$ cat src/rtl/tdm_tx_pkg.sv
// Package: default geometry of the slot-multiplexed transmitter.
// Assumes: the history is shorter than 2**IDX_W and the packet fits in
// the sending slot; modules take these as parameter defaults.
package tdm_tx_pkg;
    localparam int HIST_LEN    = 31;
    localparam int FRAME_TICKS = 64;
    localparam int TX_TICKS    = 32;
    localparam int IDX_W       = $clog2(HIST_LEN);
    localparam int CODE_W      = IDX_W + 4;
    localparam int PKT_W       = CODE_W + 2;
    localparam int POS_W       = $clog2(FRAME_TICKS);
endpackage

$ cat src/rtl/tdm_hist_reg.sv
// Sample window: on every tick, shifts data_in into a HIST_LEN-deep history
// (bit 0 newest) and registers the control and loopback levels.
// Assumes: tick is a single-cycle enable; reset is synchronous, active low.
module tdm_hist_reg #(
    parameter int HIST_LEN = tdm_tx_pkg::HIST_LEN
) (
    input  logic                clk,
    input  logic                rst_n,
    input  logic                tick,
    input  logic                data_in,
    input  logic                ctrl_in,
    input  logic                loop_in,
    output logic [HIST_LEN-1:0] hist,
    output logic                ctrl_s,
    output logic                loop_s
);
    // Purpose: take one sample of every input per tick, hold otherwise.
    always_ff @(posedge clk) begin
        if (!rst_n) begin
            hist   <= '0;
            ctrl_s <= 1'b0;
            loop_s <= 1'b0;
        end else if (tick) begin
            hist   <= {hist[HIST_LEN-2:0], data_in};
            ctrl_s <= ctrl_in;
            loop_s <= loop_in;
        end
    end

    AST_HIST_TAKES_SAMPLE: assert property (@(posedge clk) disable iff (!rst_n)
        tick |=> (hist[0] == $past(data_in)) && (ctrl_s == $past(ctrl_in)));
    AST_HIST_HOLDS: assert property (@(posedge clk) disable iff (!rst_n)
        (!tick && $past(rst_n)) |=> $stable(hist));
endmodule

$ cat src/rtl/tdm_edge_encoder.sv
// Window encoder (combinational): reduces the sample window to a word of
// {oldest level, first-edge index, control, loopback, even parity}.
// Assumes: hist[HIST_LEN-1] is the oldest sample; index k counts from it.
module tdm_edge_encoder #(
    parameter int HIST_LEN = tdm_tx_pkg::HIST_LEN,
    parameter int IDX_W    = $clog2(HIST_LEN),
    parameter int CODE_W   = IDX_W + 4
) (
    input  logic [HIST_LEN-1:0] hist,
    input  logic                ctrl_s,
    input  logic                loop_s,
    output logic [CODE_W-1:0]   code
);
    logic [IDX_W-1:0]  edge_idx;
    logic [CODE_W-2:0] body;
    logic              found;

    // Purpose: find the first level change, scanning from the oldest sample.
    always_comb begin
        edge_idx = '0;
        found    = 1'b0;
        for (int k = 1; k < HIST_LEN; k++) begin
            if (!found && (hist[HIST_LEN-k] != hist[HIST_LEN-1-k])) begin
                edge_idx = IDX_W'(k);
                found    = 1'b1;
            end
        end
    end

    // Purpose: pack the fields and append the even-parity bit.
    always_comb begin
        body = {hist[HIST_LEN-1], edge_idx, ctrl_s, loop_s};
        code = {body, ^body};
    end
endmodule

$ cat src/rtl/tdm_slot_timer.sv
// Slot timer: counts ticks around a FRAME_TICKS frame. Positions below
// TX_TICKS form the sending slot. It flags the tick that opens a frame.
// Assumes: reset parks the count at the last listening position, so the
// first tick after reset opens a frame.
module tdm_slot_timer #(
    parameter int FRAME_TICKS = tdm_tx_pkg::FRAME_TICKS,
    parameter int TX_TICKS    = tdm_tx_pkg::TX_TICKS,
    parameter int POS_W       = $clog2(FRAME_TICKS)
) (
    input  logic clk,
    input  logic rst_n,
    input  logic tick,
    output logic frame_start,
    output logic tx_active
);
    localparam logic [POS_W-1:0] LAST_POS = POS_W'(FRAME_TICKS - 1);

    logic [POS_W-1:0] pos;

    // Purpose: advance the frame position once per tick, wrapping at the end.
    always_ff @(posedge clk) begin
        if (!rst_n)
            pos <= LAST_POS;
        else if (tick)
            pos <= (pos == LAST_POS) ? '0 : pos + 1'b1;
    end

    // Purpose: decode the frame-opening tick and the sending slot.
    always_comb begin
        frame_start = tick && (pos == LAST_POS);
        tx_active   = rst_n && (pos < POS_W'(TX_TICKS));
    end

    AST_POS_STEP: assert property (@(posedge clk) disable iff (!rst_n)
        (tick && $past(rst_n)) |=> pos == (($past(pos) == LAST_POS) ? '0 : $past(pos) + 1'b1));
    AST_SLOT_OPENS_AT_ZERO: assert property (@(posedge clk) disable iff (!rst_n)
        $rose(tx_active) |-> (pos == '0));
endmodule

$ cat src/rtl/tdm_serializer.sv
// Packet serializer: loads {start 1, word, stop 0} at frame start and
// shifts it out MSB first, one bit per tick; zeros follow.
// Assumes: the packet is no longer than the sending slot.
module tdm_serializer #(
    parameter int CODE_W = tdm_tx_pkg::CODE_W,
    parameter int PKT_W  = CODE_W + 2
) (
    input  logic              clk,
    input  logic              rst_n,
    input  logic              tick,
    input  logic              load,
    input  logic [CODE_W-1:0] code,
    output logic              ser_out
);
    logic [PKT_W-1:0] shreg;

    // Purpose: capture the framed packet or shift it by one per tick.
    always_ff @(posedge clk) begin
        if (!rst_n)
            shreg <= '0;
        else if (load)
            shreg <= {1'b1, code, 1'b0};
        else if (tick)
            shreg <= {shreg[PKT_W-2:0], 1'b0};
    end

    assign ser_out = shreg[PKT_W-1];

    AST_START_BIT: assert property (@(posedge clk) disable iff (!rst_n)
        load |=> ser_out);
    AST_PACKET_PARITY: assert property (@(posedge clk) disable iff (!rst_n)
        load |=> ($countones(shreg[PKT_W-2:1]) % 2 == 0));
    AST_LINE_STEADY: assert property (@(posedge clk) disable iff (!rst_n)
        (!tick && $past(rst_n)) |=> $stable(ser_out));
endmodule

$ cat src/rtl/tdm_packet_tx.sv
// Top: oversampled, slot-multiplexed packet transmitter. Samples the data,
// control and loopback inputs per tick, encodes the window, and sends one
// packet per frame during the sending slot.
// Assumes: sample_tick is a one-cycle pulse; reset is synchronous, active low.
module tdm_packet_tx #(
    parameter int HIST_LEN    = tdm_tx_pkg::HIST_LEN,
    parameter int FRAME_TICKS = tdm_tx_pkg::FRAME_TICKS,
    parameter int TX_TICKS    = tdm_tx_pkg::TX_TICKS
) (
    input  logic clk,
    input  logic rst_n,
    input  logic sample_tick,
    input  logic data_in,
    input  logic ctrl_in,
    input  logic loop_req,
    output logic ser_out,
    output logic tx_active
);
    localparam int IDX_W  = $clog2(HIST_LEN);
    localparam int CODE_W = IDX_W + 4;
    localparam int PKT_W  = CODE_W + 2;

    logic [HIST_LEN-1:0] hist;
    logic                ctrl_s;
    logic                loop_s;
    logic [CODE_W-1:0]   code;
    logic                frame_start;

    tdm_hist_reg #(.HIST_LEN(HIST_LEN)) u_hist (
        .clk(clk), .rst_n(rst_n), .tick(sample_tick),
        .data_in(data_in), .ctrl_in(ctrl_in), .loop_in(loop_req),
        .hist(hist), .ctrl_s(ctrl_s), .loop_s(loop_s)
    );

    tdm_edge_encoder #(.HIST_LEN(HIST_LEN), .IDX_W(IDX_W), .CODE_W(CODE_W)) u_enc (
        .hist(hist), .ctrl_s(ctrl_s), .loop_s(loop_s), .code(code)
    );

    tdm_slot_timer #(.FRAME_TICKS(FRAME_TICKS), .TX_TICKS(TX_TICKS)) u_timer (
        .clk(clk), .rst_n(rst_n), .tick(sample_tick),
        .frame_start(frame_start), .tx_active(tx_active)
    );

    tdm_serializer #(.CODE_W(CODE_W), .PKT_W(PKT_W)) u_ser (
        .clk(clk), .rst_n(rst_n), .tick(sample_tick),
        .load(frame_start), .code(code), .ser_out(ser_out)
    );

    AST_QUIET_WHEN_LISTENING: assert property (@(posedge clk) disable iff (!rst_n)
        !tx_active |-> !ser_out);
    AST_RESET_LINE_LOW: assert property (@(posedge clk)
        $past(!rst_n) |-> (!ser_out && !tx_active));
endmodule

$ cat config.mk
export PLATFORM = sky130hd
export DESIGN_NAME = tdm_packet_tx
export DESIGN_NICKNAME = d
export VERILOG_FILES = /design/src/rtl/tdm_tx_pkg.sv /design/src/rtl/tdm_hist_reg.sv /design/src/rtl/tdm_edge_encoder.sv /design/src/rtl/tdm_slot_timer.sv /design/src/rtl/tdm_serializer.sv /design/src/rtl/tdm_packet_tx.sv
export SDC_FILE = /design/constraint.sdc
export NUM_CORES = 1
export LEC_CHECK = 0
export ABC_AREA = 1
export BUFFER_PORTS_ARGS = -buffer_cell sky130_fd_sc_hd__buf_2
export CORE_MARGIN = 4
export CORE_UTILIZATION = 24
export DETAILED_ROUTE_END_ITERATION = 6
export HOLD_SLACK_MARGIN = 0.02
export PLACE_DENSITY_LB_ADDON = 0.3
export SKIP_LAST_GASP = 1
export SLEW_MARGIN = 0
export SYNTH_ARGS = -nofsm -noshare
export SYNTH_HDL_FRONTEND = slang
export SYNTH_SLANG_ARGS = --single-unit
$ cat constraint.sdc
create_clock -name clk -period 3.05 [get_ports clk]
set_clock_uncertainty 0.15 [all_clocks]
set_input_delay 0.4575 -clock clk [delete_from_list [all_inputs] [get_ports clk]]
set_output_delay 0.4575 -clock clk [all_outputs]
set_load 0.005 [all_outputs]
Yosys cells after proc, flatten, opt, wreduce, memory -nomap -nowiden
Cells that the tools add are included.
Widths: inputs -> output; s select.
{ "totals": {"register_bits": 49, "inputBits": 6, "out_inout_bits": 2} }
{ "op_classes": {"n_addsub": 1, "magnitude_cmp": 1, "n_eq_ne": 31, "mux": 62, "n_reduce_logical": 62} }
{ "ops": {"columns": ["op", "count"], "rows": [
  ["$mux 5", 29],
  ["$logic_and 1x1->1", 31],
  ["$mux 1", 30],
  ["$ne 1x1->1", 30],
  ["$logic_not 1->1", 29],
  ["$mux 11", 2],
  ["$reduce_xor 8->1", 1],
  ["$add 6x1->6 const B", 1],
  ["$eq 6x6->1 const B", 1],
  ["$lt 6x6->1 const B", 1],
  ["$mux 6", 1],
  ["$reduce_bool 2->1", 1]
]} }

Depth between registers and ports, before layout
{ "depth": {"word_depth": 91, "depth_mapped": 34, "depth_no_buf": 34} }

Cells and area by module
From an unflattened synthesis, not the netlist that was laid out.
{ "hier_totals": {"cells_unflattened": 538, "hier_area_um2": 3331.9} }
{ "by_module_without_submodules": {"columns": ["mod", "n_inst", "cells_each", "area_each_um2", "seq_area_each_um2"], "rows": [
  ["tdm_hist_reg", 1, 209, 1351.3, 660.6],
  ["tdm_edge_encoder", 1, 216, 1187.4, 0.0],
  ["tdm_serializer", 1, 71, 481.7, 200.2],
  ["tdm_slot_timer", 1, 42, 311.5, 120.1]
]} }

Worst setup path after synthesis
OpenSTA, ideal clock, no wires.
{ "synth_timing": {"path_kind": "register -> register", "startpoint": "reg u_hist.hist[26]", "endpoint": "reg u_ser.shreg[1]", "setup_time_ns": 0.069, "arrival_ns": 2.733, "required_time_ns": 2.831, "slack_ns": 0.097, "path_stages_with_launch": 25, "path_buffers": 0, "synth_period_minus_slack_ns": 2.953, "path_cell_list": "dfxtp_1 or2_1 nand2_2 inv_2 nor2_4 nand4_2 nor2_2 nand4_2 nor2_2 nand4_2 nor2_2 nand4_1 nor2_2 nand4_2 nor2_4 nand4_1 nor2_2 o21ai_2 nand2_1 nand2_1 nand2_1 nand2_1 nand3_1 nand3_2 a21oi_2"} }
{ "synth_between": {"elab_chain_cells": 83, "elab_cells_between_ends": 110} }
{ "synth_rtl": {"columns": ["item", "line_no", "source"], "rows": [
  ["from (decl)", "tdm_hist_reg.sv:13", "output logic [HIST_LEN-1:0] hist,"],
  ["from (signal assigned)", "tdm_hist_reg.sv:24", "hist <= {hist[HIST_LEN-2:0], data_in};"],
  ["$ne 1x1->1", "tdm_edge_encoder.sv:23", "if (!found && (hist[HIST_LEN-k] != hist[HIST_LEN-1-k])) begin"],
  ["$logic_and 1x1->1", "tdm_edge_encoder.sv:23", null],
  ["$mux 1", "tdm_edge_encoder.sv:23", null],
  ["$logic_not 1->1", "tdm_edge_encoder.sv:23", null],
  ["$logic_and 1x1->1", "tdm_edge_encoder.sv:23", null],
  ["$mux 1", "tdm_edge_encoder.sv:23", null],
  ["$logic_not 1->1", "tdm_edge_encoder.sv:23", null],
  ["$logic_and 1x1->1", "tdm_edge_encoder.sv:23", null],
  ["(+67 left out)", null, null],
  ["$logic_not 1->1", "tdm_edge_encoder.sv:23", null],
  ["$logic_and 1x1->1", "tdm_edge_encoder.sv:23", null],
  ["$mux 1", "tdm_edge_encoder.sv:23", null],
  ["$logic_not 1->1", "tdm_edge_encoder.sv:23", null],
  ["$logic_and 1x1->1", "tdm_edge_encoder.sv:23", null],
  ["$mux 5 (*)", "tdm_edge_encoder.sv:23", null],
  ["$reduce_xor 8->1 (*)", "tdm_edge_encoder.sv:33", "code = {body, ^body};"],
  ["$mux 11 (*)", "tdm_serializer.sv:21", "else if (load)"],
  ["to (signal assigned)", "tdm_serializer.sv:22", "shreg <= {1'b1, code, 1'b0};"],
  ["to (signal assigned)", "tdm_serializer.sv:24", "shreg <= {shreg[PKT_W-2:0], 1'b0};"],
  ["to (decl)", "tdm_serializer.sv:15", "logic [PKT_W-1:0] shreg;"]
]} }
Every way passes the cells marked *; elsewhere a longest branch is shown, timed or not.
A chain may end at the register's enable or synchronous reset.

Final worst setup path
Ends and elaborated chain as after synthesis.

==> results.json <==
{
  "nets": 491,
  "cp_slowest_stage_delay_ns": 0.36,
  "hp-class": "in2reg",
  "syn_nets": 443,
  "synth-main-ff-cell": "dfxtp_1",
  "dpl_cell_area_mm2": 0.003297,
  "ios": 8,
  "p_int_mw": 1.198,
  "areaGrowthSynthToFinish_pct": 25.24,
  "synthCells": 436,
  "cp-end-kind": "flip-flop",
  "yosys_warnings": 0,
  "drt-initial-drc-count": 96,
  "clk_latency_ns": 0.28,
  "clkPwrFrac_pct": 31.6,
  "gp_congestion": 0.7976,
  "cts_buffers": 5,
  "clkSinkCount": 49,
  "hold_viol_final": 0,
  "layout_commonest_cell": "nor2_1",
  "stdcell_area_mm2": 0.003607,
  "rsz0062_at_grt": "yes",
  "irDropWorstVdd_v": 0.0002579,
  "tns_ns": -0.9753,
  "grt_use_total_pct": 9.258,
  "critPathLaunchType": "flip-flop",
  "post-route-drc-count": 0,
  "cellPowerDensity_mw_per_mm2": 475.4,
  "die_width_um": 117.6,
  "grt_overflow_total": 0,
  "combPwrFrac_pct": 25.7,
  "grt_first_pass_wirelength_um": 11260,
  "seq_area_frac_synth_pct": 34.06,
  "synthArstFlopShare_pct": 0,
  "path_class": "reg2reg",
  "grt_pass1_vias": 2622,
  "netlist_area_mm2": 0.002880,
  "rows": 39,
  "required_ns": 3.11,
  "switching_share_pct": 30.16,
  "drv_cap": 0,
  "synth_edf_count": 0,
  "p_leak_nw": 1.678,
  "fmax_mhz": 296.6,
  "max_slew_margin_pct": 60.92,
  "initial_utilization_pct": 24.91,
  "violations": "negative setup slack",
  "power_mw": 1.715,
  "syn_avg_cell_area_um2": 6.606,
  "antenna_found_initial": 0,
  "cp_slowest_cell": "dfxtp_4",
  "period_minus_slack_ns": 3.372,
  "clkTransAtPathRegs_ns": 0.06,
  "routed_via_density": 4.447,
  "worst_pin_slew_ns": 0.5840,
  "finalCritPeriodShare_pct": 110.6,
  "final_util_pct": 31.19,
  "crit_arrival_ns": 3.43,
  "cts_tree": "yes",
  "chipHeight_um": 117.6,
  "post-place-ws_ns": -0.2648,
  "synth.distinct_cells": 34,
  "htreeDepth": 2,
  "hold_buffers": 0,
  "io_buffers": 7,
  "seq_power_share_pct": 42.6,
  "switchingPower_uw": 517.2,
  "clockBufferDepth": 2,
  "wl_per_cell_um": 10.20,
  "setup_slack_ns": -0.3219,
  "dr_total_vias": 2788,
  "antenna_cells": 0,
  "ys_ff_latch": 49,
  "drive_gt1_share_pct": 20.45,
  "final_cell_mix": "nor2_1 (87), inv_1 (58), nand2_1 (53), dfxtp_1 (45)",
  "cp_max_fo": 5,
  "crit_path_frequent_cell": "nor2_2",
  "grt_max_degree": 45,
  "status": "finished with violations",
  "setup_viol": 4,
  "core_mm2": 0.01156,
  "root_buffer": "clkbuf_16",
  "maxSlewViolCount": 0,
  "dr.pass1.iters": 4,
  "die-area_mm2": 0.01382,
  "dp_hpwl_um": 4501,
  "path_cells": "or2_1, nand2_2, inv_2, nor2_4, nand4_2, nor2_2, nand4_2, nor2_2, nand4_2, nor2_2, nand4_1, nor2_2, nand4_2, nor2_4, nand4_1, nor2_2, o21ai_4, nand2_2, nand2_1, nand2_1, nand2_1, nand3_1, nand3_2, a21oi_2",
  "wl_um": 6394,
  "ant_nets": 0
}
## Yosys cell counts, types with 3 or more instances
master    instances  share of area, %
clkbuf_1         12               1.6
a31oi_1           5               1.1
inv_1            58               7.6
nand4_2           4               1.7
xnor2_1          24               7.3
nand4_1          13               2.8
nor2_1           87                11
nor3_1            7               1.2
nand3_1          13               2.3
nand3b_1          3              0.78
a21oi_1          12               2.1
o22ai_1           4              0.87
nand2_1          62               8.1
o211ai_1          3              0.78
inv_2             4              0.52
dfxtp_1          49                34
nor2_2           11               2.4
o21ai_0          44               7.6
## registers in the layout (all words and copies together), names as in the netlist
register / count
u_hist.ctrl_s: 1
u_hist.hist: 31
u_hist.loop_s: 1
u_ser.shreg: 10
u_timer.pos: 6
## per-stage QoR
step / instances / hold slack (ns)
after CTS: 622 / 0.2500
final: 627 / 0.2503
after detailed placement: 607 / 0.3161
after global routing: 627 / 0.2564
after global placement: 607 / 0.3227
after floorplan: 436 / 0.2845
## worst paths after layout
| kind | start | to | slack (ns) | cells after the start |
|---|---|---|---|---|
| min | ctrl_in | u_hist.ctrl_s | 0.25 | 3 |
| max reg2reg | u_hist.hist[26] | u_ser.shreg[1] | -0.32 | 24 |
| max | u_hist.hist[26] | u_ser.shreg[1] | -0.32 | 24 |
| min reg2reg | u_ser.shreg[1] | u_ser.shreg[1] | 0.33 | 2 |
## logic make-up after synthesis
| family | count (synthesis) | synth area share [%] |
|---|---|---|
| fa+ha+maj | 1 | 0.4343 |
| compound gates | 76 | 14.81 |
| simple gates | 209 | 33.19 |
| buf+inv | 76 | 9.904 |
| xor+xnor | 25 | 7.602 |
| flops | 49 | 34.06 |
## repair_timing
item / in CTS / in global routing
gates resized for setup: 5 / 19
pin swaps: 3 / 17
setup buffers: 9 / 5
setup endpoints to repair: 4 / 6
## power by group through the flow
stage / logic, mW / clock network [mW] / registers, mW
global route: 0.508 / 0.587 / 0.738
finish: 0.441 / 0.543 / 0.731
CTS: 0.432 / 0.565 / 0.732
detailed placement: 0.421 / 0 / 0.746
floorplan: 0.303 / 0 / 0.736
global placement: 0.417 / 0 / 0.744
## per-layer routing
layer / vias to the layer above / track usage [%] / routed length (µm)
met5: - / 0 / 0
met4: 0 / 2.711 / 62
met3: 4 / 1.346 / 124
met2: 20 / 16.51 / 3055
met1: 1265 / 11.56 / 3152
li1: 1499 / - / -
## critical path, delay by kind of cell, from the launching register on
| kind | cells | cell delay [ns] |
|---|---|---|
| AO/OA/AOI/OAI | 2 | 0.21 |
| buffers and inverters | 1 | 0.05 |
| flip-flops | 1 | 0.36 |
| AND/OR/NAND/NOR | 21 | 2.55 |
## area by class of cell
cell class              instances  area [µm²]
flip-flops and latches         49       996.0
clock buffers                   7       142.6
fillers                      1238        7958
well taps                     143       178.9
repair buffers                 53       387.9
multi-input cells             311        1657
inverters                      64       245.2
(Power assumes the default switching activity.)
